### config.mk
export PLATFORM = sky130hd
export DESIGN_NAME = svc_req_hub
export DESIGN_NICKNAME = d
export VERILOG_FILES = /design/src/rtl/svc_pkg.sv /design/src/rtl/svc_bitmap.sv /design/src/rtl/svc_doorbell.sv /design/src/rtl/svc_cmd_engine.sv /design/src/rtl/svc_req_hub.sv
export SDC_FILE = /design/constraint.sdc
export NUM_CORES = 1
export LEC_CHECK = 0
export BUFFER_PORTS_ARGS = -buffer_cell sky130_fd_sc_hd__buf_4
export CORE_MARGIN = 2
export CORE_UTILIZATION = 45
export CTS_CLUSTER_SIZE = 28
export DETAILED_ROUTE_END_ITERATION = 10
export PLACE_DENSITY = 0.62
export SYNTH_ARGS = -nofsm -noshare
export SYNTH_HDL_FRONTEND = slang
export SYNTH_SLANG_ARGS = --single-unit
### constraint.sdc
create_clock -name clk -period 4.7 [get_ports clk]
set_input_delay 0.47 -clock clk [delete_from_list [all_inputs] [get_ports clk]]
set_output_delay 0.47 -clock clk [all_outputs]
set_load 0.005 [all_outputs]
### src/rtl/svc_pkg.sv
package svc_pkg;
  localparam int MAXCH = 16;
  localparam int CHB   = 4;
  localparam int NMAP  = 5;
  localparam int CMDW  = 8;
  localparam int OPW   = 3;
  localparam int RDW   = 16;
  localparam int AW    = 6;

  localparam logic [AW-1:0] A_DBCLR = 6'd5;
  localparam logic [AW-1:0] A_GACK  = 6'd6;
  localparam logic [1:0]    PG_CMD  = 2'b01;
  localparam logic [1:0]    PG_STS  = 2'b10;

  // execution rank -> command bit index
  function automatic logic [OPW-1:0] rank_op(input int unsigned r);
    case (r)
      0:       rank_op = 3'd7;
      1:       rank_op = 3'd5;
      2:       rank_op = 3'd2;
      3:       rank_op = 3'd3;
      4:       rank_op = 3'd0;
      5:       rank_op = 3'd1;
      6:       rank_op = 3'd4;
      default: rank_op = 3'd6;
    endcase
  endfunction
endpackage

### src/rtl/svc_bitmap.sv
module svc_bitmap #(
  parameter int W = 16
) (
  input  logic         clk,
  input  logic         rst_n,
  input  logic [W-1:0] set_i,
  input  logic         clr_i,
  output logic [W-1:0] q_o
);
  // swap-to-zero: a set arriving with the clear survives
  always_ff @(posedge clk) begin
    if (!rst_n) q_o <= '0;
    else        q_o <= (clr_i ? '0 : q_o) | set_i;
  end
endmodule

### src/rtl/svc_doorbell.sv
module svc_doorbell (
  input  logic clk,
  input  logic rst_n,
  input  logic new_req_i,
  input  logic clr_wr_i,
  input  logic ack_wr_i,
  output logic irq_o,
  output logic armed_o
);
  logic late_q;

  always_ff @(posedge clk) begin
    if (!rst_n) begin
      irq_o   <= 1'b0;
      armed_o <= 1'b1;
      late_q  <= 1'b0;
    end else begin
      irq_o <= (irq_o & ~clr_wr_i) | (new_req_i & armed_o)
             | (ack_wr_i & (late_q | new_req_i));
      if (ack_wr_i)      armed_o <= 1'b1;
      else if (clr_wr_i) armed_o <= 1'b0;
      if (ack_wr_i)                     late_q <= 1'b0;
      else if (new_req_i && !armed_o)   late_q <= 1'b1;
    end
  end
endmodule

### src/rtl/svc_cmd_engine.sv
module svc_cmd_engine import svc_pkg::*; #(
  parameter int NCH = 16
) (
  input  logic            clk,
  input  logic            rst_n,
  input  logic            wr_en,
  input  logic [CHB-1:0]  wr_ch,
  input  logic [CMDW-1:0] wr_data,
  input  logic [CHB-1:0]  rd_ch,
  output logic [CMDW-1:0] rd_cmd,
  output logic [CMDW-1:0] rd_sts,
  output logic            exec_valid,
  input  logic            exec_ready,
  output logic [CHB-1:0]  exec_ch,
  output logic [OPW-1:0]  exec_op,
  input  logic            exec_err,
  output logic [NCH-1:0]  done_o
);
  localparam int CHW = (NCH > 1) ? $clog2(NCH) : 1;

  logic [CMDW-1:0] cmd_r [NCH];
  logic [CMDW-1:0] sts_r [NCH];
  logic            busy_q;
  logic [CHB-1:0]  cur_q;
  logic [CMDW-1:0] work_q, err_q;
  logic [CHB-1:0]  pick;
  logic            found;
  logic [OPW-1:0]  op_sel;
  logic [CMDW-1:0] op_mask, work_rem, err_nx;
  logic            hs, last;

  always_comb begin
    pick  = '0;
    found = 1'b0;
    for (int i = NCH - 1; i >= 0; i--) begin
      if (cmd_r[i] != '0) begin
        pick  = CHB'(i);
        found = 1'b1;
      end
    end
  end

  always_comb begin
    op_sel = '0;
    for (int r = CMDW - 1; r >= 0; r--) begin
      if (work_q[rank_op(r)]) op_sel = rank_op(r);
    end
  end

  assign op_mask  = CMDW'(1) << op_sel;
  assign hs       = busy_q && exec_ready;
  assign work_rem = work_q & ~op_mask;
  assign err_nx   = err_q | (exec_err ? op_mask : '0);
  assign last     = hs && (work_rem == '0);

  assign exec_valid = busy_q;
  assign exec_ch    = cur_q;
  assign exec_op    = op_sel;

  always_comb begin
    done_o = '0;
    if (last) done_o[cur_q[CHW-1:0]] = 1'b1;
  end

  assign rd_cmd = (int'(rd_ch) < NCH) ? cmd_r[rd_ch[CHW-1:0]] : '0;
  assign rd_sts = (int'(rd_ch) < NCH) ? sts_r[rd_ch[CHW-1:0]] : '0;

  always_ff @(posedge clk) begin
    if (!rst_n) begin
      busy_q <= 1'b0;
      cur_q  <= '0;
      work_q <= '0;
      err_q  <= '0;
      for (int i = 0; i < NCH; i++) begin
        cmd_r[i] <= '0;
        sts_r[i] <= '0;
      end
    end else begin
      if (!busy_q && found) begin
        busy_q <= 1'b1;
        cur_q  <= pick;
        work_q <= cmd_r[pick[CHW-1:0]];
        err_q  <= '0;
      end
      if (hs) begin
        work_q <= work_rem;
        err_q  <= err_nx;
        if (last) begin
          busy_q                  <= 1'b0;
          cmd_r[cur_q[CHW-1:0]]   <= '0;
          sts_r[cur_q[CHW-1:0]]   <= err_nx;
        end
      end
      if (wr_en && int'(wr_ch) < NCH && wr_data != '0
          && cmd_r[wr_ch[CHW-1:0]] == '0)
        cmd_r[wr_ch[CHW-1:0]] <= wr_data;
    end
  end
endmodule

### src/rtl/svc_req_hub.sv
module svc_req_hub import svc_pkg::*; #(
  parameter int NCH = 16
) (
  input  logic             clk,
  input  logic             rst_n,
  input  logic [NCH-1:0]   ev_err,
  input  logic [NCH-1:0]   ev_in,
  input  logic [NCH-1:0]   ev_out,
  input  logic [NCH-1:0]   ev_mdm,
  input  logic [AW-1:0]    hst_addr,
  input  logic             hst_wr,
  input  logic             hst_rdclr,
  input  logic [CMDW-1:0]  hst_wdata,
  output logic [RDW-1:0]   hst_rdata,
  output logic             irq_o,
  output logic             exec_valid,
  input  logic             exec_ready,
  output logic [CHB-1:0]   exec_ch,
  output logic [OPW-1:0]   exec_op,
  input  logic             exec_err
);
  logic [NCH-1:0]  map_set [NMAP];
  logic [NCH-1:0]  map_q   [NMAP];
  logic [NMAP-1:0] map_clr;
  logic [NCH-1:0]  cmd_done;
  logic [NCH-1:0]  err_map, in_map, cmd_map;
  logic [CMDW-1:0] rd_cmd, rd_sts;
  logic            new_req, clr_wr, ack_wr, cmd_wr, armed;

  assign map_set[0] = ev_err;
  assign map_set[1] = ev_in;
  assign map_set[2] = ev_out;
  assign map_set[3] = ev_mdm;
  assign map_set[4] = cmd_done;

  generate
    for (genvar g = 0; g < NMAP; g++) begin : g_map
      assign map_clr[g] = hst_rdclr && (hst_addr == AW'(g));
      svc_bitmap #(.W(NCH)) u_map (
        .clk   (clk),
        .rst_n (rst_n),
        .set_i (map_set[g]),
        .clr_i (map_clr[g]),
        .q_o   (map_q[g])
      );
    end
  endgenerate

  assign err_map = map_q[0];
  assign in_map  = map_q[1];
  assign cmd_map = map_q[4];

  assign new_req = |{ev_err, ev_in, ev_out, ev_mdm, cmd_done};
  assign clr_wr  = hst_wr && hst_addr == A_DBCLR && hst_wdata[0];
  assign ack_wr  = hst_wr && hst_addr == A_GACK  && hst_wdata[0];
  assign cmd_wr  = hst_wr && hst_addr[AW-1:AW-2] == PG_CMD;

  svc_doorbell u_db (
    .clk       (clk),
    .rst_n     (rst_n),
    .new_req_i (new_req),
    .clr_wr_i  (clr_wr),
    .ack_wr_i  (ack_wr),
    .irq_o     (irq_o),
    .armed_o   (armed)
  );

  svc_cmd_engine #(.NCH(NCH)) u_eng (
    .clk        (clk),
    .rst_n      (rst_n),
    .wr_en      (cmd_wr),
    .wr_ch      (hst_addr[CHB-1:0]),
    .wr_data    (hst_wdata),
    .rd_ch      (hst_addr[CHB-1:0]),
    .rd_cmd     (rd_cmd),
    .rd_sts     (rd_sts),
    .exec_valid (exec_valid),
    .exec_ready (exec_ready),
    .exec_ch    (exec_ch),
    .exec_op    (exec_op),
    .exec_err   (exec_err),
    .done_o     (cmd_done)
  );

  always_comb begin
    hst_rdata = '0;
    case (hst_addr)
      6'd0: hst_rdata = RDW'(map_q[0]);
      6'd1: hst_rdata = RDW'(map_q[1]);
      6'd2: hst_rdata = RDW'(map_q[2]);
      6'd3: hst_rdata = RDW'(map_q[3]);
      6'd4: hst_rdata = RDW'(map_q[4]);
      default: begin
        if (hst_addr[AW-1:AW-2] == PG_CMD)      hst_rdata = RDW'(rd_cmd);
        else if (hst_addr[AW-1:AW-2] == PG_STS) hst_rdata = RDW'(rd_sts);
      end
    endcase
  end
endmodule

Yosys cells after proc, flatten, opt, wreduce, memory -nomap -nowiden
Memories as Yosys holds them, arrays and structs flattened.
Index checks and enable logic that the tools add are counted.
Storage, ports and cells
  bits in registers: 104
  RAM bits: 256
  input bits: 84
  output and inout bits: 25
  word-level logic and storage cells: 162
  memories kept: 2
Cells by class
  order comparisons: 2
  equality and inequality tests: 8
  shift-type cells: 1
  mux-type cells: 76
  bitwise gates (word level): 16
  reductions and logical operators: 45
Memories
  u_eng.cmd_r: depth 16, width 8, rd ports 18, clocked after memory_dff 0, wr ports 16, line svc_cmd_engine.sv:21  | logic [CMDW-1:0] cmd_r [NCH];
  u_eng.sts_r: depth 16, width 8, rd ports 1, clocked after memory_dff 0, wr ports 16, line svc_cmd_engine.sv:22  | logic [CMDW-1:0] sts_r [NCH];
Operators by type and width (count)
  $reduce_bool 8->1: 17
  $mux 16: 6
  $mux 8: 10
  $or 16x16->16: 5
  $pmux 16 s5: 1
  $reduce_or 80->1: 1
  $mux 4: 19
  $mux 1: 31
  $mux 3: 8
  $reduce_or 8->1: 3
  $eq 6x3->1 const B: 3
  $logic_and 1x1->1: 17
  $logic_not 8->1: 2
  $eq 6x2->1 const B: 2
  $and 8x8->8: 1
  $not 8->8: 1
  $or 8x8->8: 1
  $shl 1x3->8 const A: 1
  $eq 6x1->1 const B: 1
  $logic_not 6->1: 1
  $lt 4x5->1 const B: 1
  $demux 1 s4: 1
  $ge 4x1->1 const B: 1
  $and 1x1->1: 3
  7 further kinds: 11

Longest topological paths before layout
Gate-level depths: netlist of run 1.
An unclocked memory read counts as a cell.
  word-level depth: 22
  mapped depth: 12
  depth with buffers taken out: 10

Modules after synthesis
Synthesis of run 1 repeated with hierarchy kept, for this count alone.
Second synthesis, totals
  cell total of the unflattened synthesis: 1530
  area, all modules: 18061.1 µm²
By module, submodules not included
  svc_cmd_engine: instances 1, cells each 1157, area each 14133.6 µm², sequential area each 8107.8 µm²
  svc_bitmap: instances 5, cells each 51, area each 565.5 µm², sequential area each 320.3 µm²
  svc_req_hub: instances 1, cells each 104, area each 972.2 µm², sequential area each 0.0 µm²
  svc_doorbell: instances 1, cells each 14, area each 127.6 µm², sequential area each 60.1 µm²

Least setup slack after synthesis of run 1
Ideal clock, no wire load.
  kind: input port to output port
  from: in hst_addr[0]
  to: out hst_rdata[0]
  arrival: 3209 ps
  data required time: 4230 ps
  slack: 1021 ps
  stages on the path: 8
  buffers on the path: 4
  cell sequence: clkbuf_1 buf_2 buf_1 buf_1 mux4_2 mux4_2 a221oi_1 a31oi_1
Between the ends
  longest elaborated chain between the ends: 4
  elaborated cells on any way between the ends: 10
  classes of those cells: eq/ne (4); mux (3); reduce/logical (1); memory (2)
Ends and longest elaborated chain
  start, declared: line svc_req_hub.sv:10  | input logic [AW-1:0] hst_addr,
  $mem_v2 16x8
  $mux 8: line svc_req_hub.sv:95  | else if (hst_addr[AW-1:AW-2] == PG_STS) hst_rdata = RDW'(rd_sts);
  $mux 8: line svc_req_hub.sv:94  | if (hst_addr[AW-1:AW-2] == PG_CMD) hst_rdata = RDW'(rd_cmd);
  $pmux 16 s5 (*): line svc_req_hub.sv:87  | case (hst_addr)
  end, declared: line svc_req_hub.sv:14  | output logic [RDW-1:0] hst_rdata,
Every way passes the cells marked *; elsewhere a longest branch is shown, timed or not.

==> impl_metrics.toml, run 1 <==
[outcome]
status = "complete, no violations"

[cts]
post_cts_resized = 0
cts_sinks = 360
clock_path_buffers = 3
cts_tree = "yes"
insertion_delay_ns = 0.57
cts_htree_levels = 2
post-cts-setup-buffers = 0
hold_buffers = 0
clockRootBuffer = "clkbuf_16"
clkTransAtPathRegs_ns = 0.06
cts_inserted_buffers = 38

[timing]
rsz0062_at_grt = "no"
hold_viol_final = 0
worst_slew_pin_slew_ns = 1.02
drv_slew = 0
final.min_clock_period_ns = 3.93
tns_ns = 0
max_freq_ghz = 0.255
timing.hold.ws_ns = 0.132
fin_crit_sh_pct = 83.5
fin_skew_ns = 0.0319
setup_viol = 0
slew_headroom_pct = 31.9

[synth]
synth-seq-area-share_pct = 56.2
synth_edf_count = 256
syn_avg_cell_area_um2 = 11.4
async_reset_ff_share_pct = 0
yosysTopAreaCell = "edfxtp_1"
synth_top_area_share_pct = 44.2
synth-compound-area-share_pct = 8.42
synthTopCellsByArea = "edfxtp_1, dfxtp_1, mux4_2"
synth_top_family_by_area = "simple AND/OR/NAND/NOR gates"
ys_types = 67
netlist_area_um2 = 17400
yosys.area_share.simple_pct = 20.8
syn_inst = 1527
syn-num-nets = 1611
ys_warn_count = 0
synth_seq_cells = 360
synthXorXnorAreaFrac_pct = 0
muxShareOfSynthArea_pct = 12.2
synthAdderAreaFrac_pct = 0.0575
synth_ff_type = "edfxtp_1"

[detailed_routing]
dr.pass1.iters = 9
num_vias = 13700
first_iter_violations = 1663
wirelength_mm = 58.5
wire_per_inst_um = 27.1
viasPerCell = 6.34
final_antenna_net_count = 0
drc = 0

[global_routing]
antenna_found_initial = 0
first_global_vias = 13400
grt_max_degree = 73
gr-total-overflow = 0
grt_first_pass_wirelength_mm = 87.4
track_usage_pct = 29.0

[floorplan]
std_cell_rows = 72
io_pins = 109
initial_core_util_pct = 45.3
dieHeight_um = 201
die_w_um = 201
die-area_um2 = 40200
core_um2 = 38400

[job]
max_cap_viol_count = 0

[place]
port_buffers = 108
dp_hpwl_mm = 43.0
routabilityCongestion = 1.05

[worst_setup_path]
end_kind = "flop"
cp_top_family = "simple AND/OR/NAND/NOR gates"
cp_num_buf_inv = 1
cpMaxStageDelayCell = "and2_1"
cp_common_cell = "mux2i_1"
crit_chain = "nor4_1 -> nand4_1 -> a21o_1 -> o21bai_1 -> and2_1 -> buf_4 -> mux2i_1 -> mux2i_1 -> a211oi_1 -> nor4b_1"
worstSetupPathType = "flop to flop"
cp_data_arrival_time_ns = 4.32
worstPathMaxFanout = 19
required_ns = 5.10
max_stage_delay_ns = 0.85
critPathLaunchType = "flop"

[finish]
post-route-util_pct = 52.3
areaGrowthSynthToFinish_pct = 15.4
diodes = 0
drive_gt1_share_pct = 18.6
fin_nets = 1698

[pwr]
p_leak_nw = 7.19
power_density_nw_per_um2 = 369
peakVddDrop_v = 0.000240

[min_path]
hold_path.class = "input pin to flop"
[per-layer routing]
layer,global-route usage (%),wire length [µm],up-vias
li1,-,-,5916
met1,39.4,23200,6667
met2,44.3,25800,915
met3,7.08,6390,195
met4,13.2,3040,0
met5,0,0,-
[layout make-up]
cell class / count / area, µm²
clock inverter: 14 / 165
multi-input combinational: 1060 / 7210
clock buffer: 55 / 1140
fill: 3411 / 18300
sequential: 360 / 9770
tap: 518 / 648
timing repair buffer: 144 / 1110
inverter: 10 / 38.8
[state kept, by name, summed over array words and instances, names as in the netlist]
signal and count:
u_eng.err_q 8, u_db.armed_o 1, u_eng.exec_ch 4, u_eng.work_q 8
u_eng.sts_r 128, u_db.late_q 1, u_eng.cmd_r 128, u_eng.exec_valid 1
g_map.u_map.q_o 80, u_db.irq_o 1
[cell usage after synthesis (all sizes together), types with 5 or more instances]
cell type,number
edfxtp,256
nor2,245
nand2,137
and2,134
dfxtp,104
a21oi,90
mux4,81
clkbuf,76
nor4,57
nand3,29
mux2i,27
nor3,25
a22oi,22
buf,21
nand4,20
a31oi,18
nand3b,18
nand2b,17
o21ai,17
a221oi,13
nor2b,10
a222oi,8
inv,8
a211oi,7
or2,7
a2111oi,6
o31ai,6
or3,6
and3,5
o211ai,5
[power by group]
part,internal [W],switching (W),leakage (nW),total [W]
sequential,0.00352,0.000110,3.51,0.00363
combinational,0.000276,0.000418,3.04,0.000693
clock,0.00181,0.00127,0.642,0.00308
total,0.00561,0.00179,7.19,0.00741
[stage by stage]
stage	std cells	cell area (µm²)	total power, W	setup WS [ns]
after global placement	2092	18800	0.00437	0.691
final	2161	20100	0.00741	0.774
after floorplan	1527	17400	0.00404	1.02
after detailed placement	2092	18800	0.00438	0.594
after global routing	2161	20100	0.00762	0.639
after CTS	2161	20100	0.00743	0.904
[cells in the final DEF, fill, tap and decap left out, types with 18 or more instances in the layout]
cell / count
a21oi_1: 90
a22oi_1: 22
a31oi_1: 18
and2_1: 134
buf_4: 142
clkbuf_16: 41
dfxtp_1: 104
edfxtp_1: 256
mux2i_1: 27
mux4_2: 81
nand2_1: 137
nand3_1: 29
nand3b_1: 18
nand4_1: 19
nor2_1: 239
nor3_1: 25
nor4_1: 56
[worst register-to-register path, cell delays in order (launching register included)]
cell and delay (ns):
edfxtp_1 0.47, nor4_1 0.53, nand4_1 0.37, a21o_1 0.28
o21bai_1 0.22, and2_1 0.85, buf_4 0.37, mux2i_1 0.24
mux2i_1 0.10, a211oi_1 0.25, nor4b_1 0.09
[kinds of logic after synthesis]
group,count (synthesis)
muxes,110
and+or+nand+nor,726
AOI/OAI and AO/OA,223
buffers and inverters,107
adders and majority gates,1
DFF,360
[path summary, 6_finish.rpt]
kind	start	endpoint	slack (ns)	cells past startpoint
hold reg to reg	g_map[4].u_map.q_o[14]$_SDFF_PN0_	g_map[4].u_map.q_o[14]$_SDFF_PN0_	0.45	2
setup / recovery	u_eng.cmd_r[8][1]$_SDFFCE_PN0P_	u_eng.work_q[0]$_SDFFE_PN0P_	0.77	10
setup reg to reg	u_eng.cmd_r[8][1]$_SDFFCE_PN0P_	u_eng.work_q[0]$_SDFFE_PN0P_	0.77	10
hold / removal	ev_in[12]	g_map[1].u_map.q_o[12]$_SDFF_PN0_	0.13	3
No activity file was read; power rests on OpenSTA's default activity.
==> run 2, diff against run 1 <==
--- a/config.mk
+++ b/config.mk
@@ -10,7 +10,7 @@
 export CORE_UTILIZATION = 45
 export CTS_CLUSTER_SIZE = 28
 export DETAILED_ROUTE_END_ITERATION = 10
-export PLACE_DENSITY = 0.62
+export PLACE_DENSITY = 0.64
 export SYNTH_ARGS = -nofsm -noshare
 export SYNTH_HDL_FRONTEND = slang
 export SYNTH_SLANG_ARGS = --single-unit
==> constraint.sdc (replaced) <==
create_clock -name clk -period 3.59 [get_ports clk]
set_input_delay 0.359 -clock clk [delete_from_list [all_inputs] [get_ports clk]]
set_output_delay 0.359 -clock clk [all_outputs]
set_load 0.005 [all_outputs]
==> impl_metrics.toml, run 2 (same netlist as run 1, synthesis figures left out) <==
[cts]
insertion_delay_ns = 0.58
cts_htree_levels = 2
clkTransAtPathRegs_ns = 0.06
cts_inserted_buffers = 40
cts_tree = "yes"
cts_sinks = 360
clock_path_buffers = 3
clockRootBuffer = "clkbuf_16"

[timing]
timing.hold.ws_ns = 0.0167
fin_crit_sh_pct = 97.4
fin_skew_ns = 0.0271
final.min_clock_period_ns = 3.50
hold_viol_final = 0
setup_viol = 0
slew_headroom_pct = 36.5
worst_slew_pin_slew_ns = 0.945
rsz0062_at_grt = "no"
drv_slew = 0
max_freq_ghz = 0.286

[finish]
final_cell_mix = "buf_4, edfxtp_1, nor2_1"
largestRegisters = "u_eng.cmd_r (128), u_eng.sts_r (128), g_map.u_map.q_o (80)"
fin_nets = 1861
final_common_cell = "buf_4"
design_area_um2 = 21600
areaGrowthSynthToFinish_pct = 24.2
diodes = 0
n_fill_cell = 3266
drive_gt1_share_pct = 24.8

[detailed_routing]
wirelength_mm = 61.7
final_antenna_net_count = 0
wire_per_inst_um = 26.5
first_iter_violations = 1404
dr.pass1.iters = 6
viasPerCell = 6.13
num_vias = 14300
drc = 0

[worst_setup_path]
cp_data_arrival_time_ns = 3.97
worstSetupPathType = "flop to flop"
required_ns = 4.06
critPathLaunchType = "flop"
worstPathMaxFanout = 13
end_kind = "flop"

[floorplan]
dieHeight_um = 201
io_pins = 109
core_um2 = 38400
std_cell_rows = 72
die_w_um = 201
die-area_um2 = 40200
initial_core_util_pct = 45.3

[job]
max_cap_viol_count = 0

[place]
placed_area_um2 = 19900
routabilityCongestion = 1.08
dp_hpwl_mm = 46.4
port_buffers = 108

[global_routing]
track_usage_pct = 30.9
first_global_vias = 14100
gr-total-overflow = 0
antenna_found_initial = 1
grt_max_degree = 69
grt_first_pass_wirelength_mm = 92.2

[pwr]
p_leak_nw = 8.03
total_power_w = 0.0100
peakVddDrop_v = 0.000396
power_density_nw_per_um2 = 464

[outcome]
status = "complete, no violations"

[min_path]
hold_path.class = "input pin to flop"
run 2: changes by cell type in the layout (fill, tap and decap cells not counted), sizes merged:
cell and change:
bufinv +3, clkinvlp +5, clkbuf -11, clkinv +6, buf +129, inv +2, dlygate4sd3 +32
run 2: worst max-delay path, stage by stage, from the launching register on:
cell       delay [ns]
edfxtp_1         0.48
or4_1            0.51
o211ai_1         0.21
a31oi_1          0.27
nor4_1           0.40
or2_2            0.32
buf_4            0.29
a21oi_1          0.07
a2111oi_1        0.50
o31ai_2          0.18
buf_4            0.16
run 2: final timing paths:
check,start,to,slack [ns],depth (start not counted)
setup / recovery,u_eng.cmd_r[3][7]$_SDFFCE_PN0P_,u_eng.work_q[3]$_SDFFE_PN0P_,0.09,10
hold / removal,ev_mdm[0],g_map[3].u_map.q_o[0]$_SDFF_PN0_,0.02,3
setup reg to reg,u_eng.cmd_r[3][7]$_SDFFCE_PN0P_,u_eng.work_q[3]$_SDFFE_PN0P_,0.09,10
hold reg to reg,g_map[4].u_map.q_o[0]$_SDFF_PN0_,g_map[4].u_map.q_o[0]$_SDFF_PN0_,0.46,2
run 2: routing by layer:
metal  GRT usage [%]  wire length (µm)
met1            41.6             25100
met2            48.2             27600
met3            6.17              5670
met4            14.7              3320
met5               0                 0
run 2: through the flow:
| stage | instances | TNS (ns) | utilization, % | setup slack, ns |
|---|---|---|---|---|
| finish | 2327 | 0 | 56.3 | 0.0920 |
| floorplan | 1527 | 0 | - | 0.0660 |
| global route | 2327 | 0 | 56.3 | 0.00257 |
| global placement | 2221 | -5.89 | 51.8 | -0.356 |
| detailed placement | 2221 | -4.66 | 51.8 | -0.277 |
| CTS | 2327 | 0 | 56.1 | 0.00519 |
run 2: final cells by class:
| type | count | area (µm²) | share of cell area, % |
|---|---|---|---|
| Sequential cell | 360 | 9770 | 45.2 |
| Multi-Input combinational cell | 1060 | 7270 | 33.7 |
| Timing Repair Buffer | 305 | 2520 | 11.7 |
| Clock buffer | 44 | 1030 | 4.75 |
| Tap cell | 518 | 648 | 3.00 |
| Clock inverter | 30 | 335 | 1.55 |
| Inverter | 10 | 38.8 | 0.179 |
run 2: power breakdown:
| group | internal, W | total, W | switching [W] |
|---|---|---|---|
| Combinational | 0.000465 | 0.00106 | 0.000592 |
| Clock | 0.00246 | 0.00422 | 0.00176 |
| Sequential | 0.00461 | 0.00475 | 0.000140 |
| Total | 0.00754 | 0.0100 | 0.00249 |
run 2: timing repair:
action | in CTS | in global routing
endpoints found under the setup margin | 8 | 45
resized for setup | 1 | 12
hold buffers | 32 | 0
endpoints found under the hold margin | 32 | 0
buffers inserted | 0 | 0
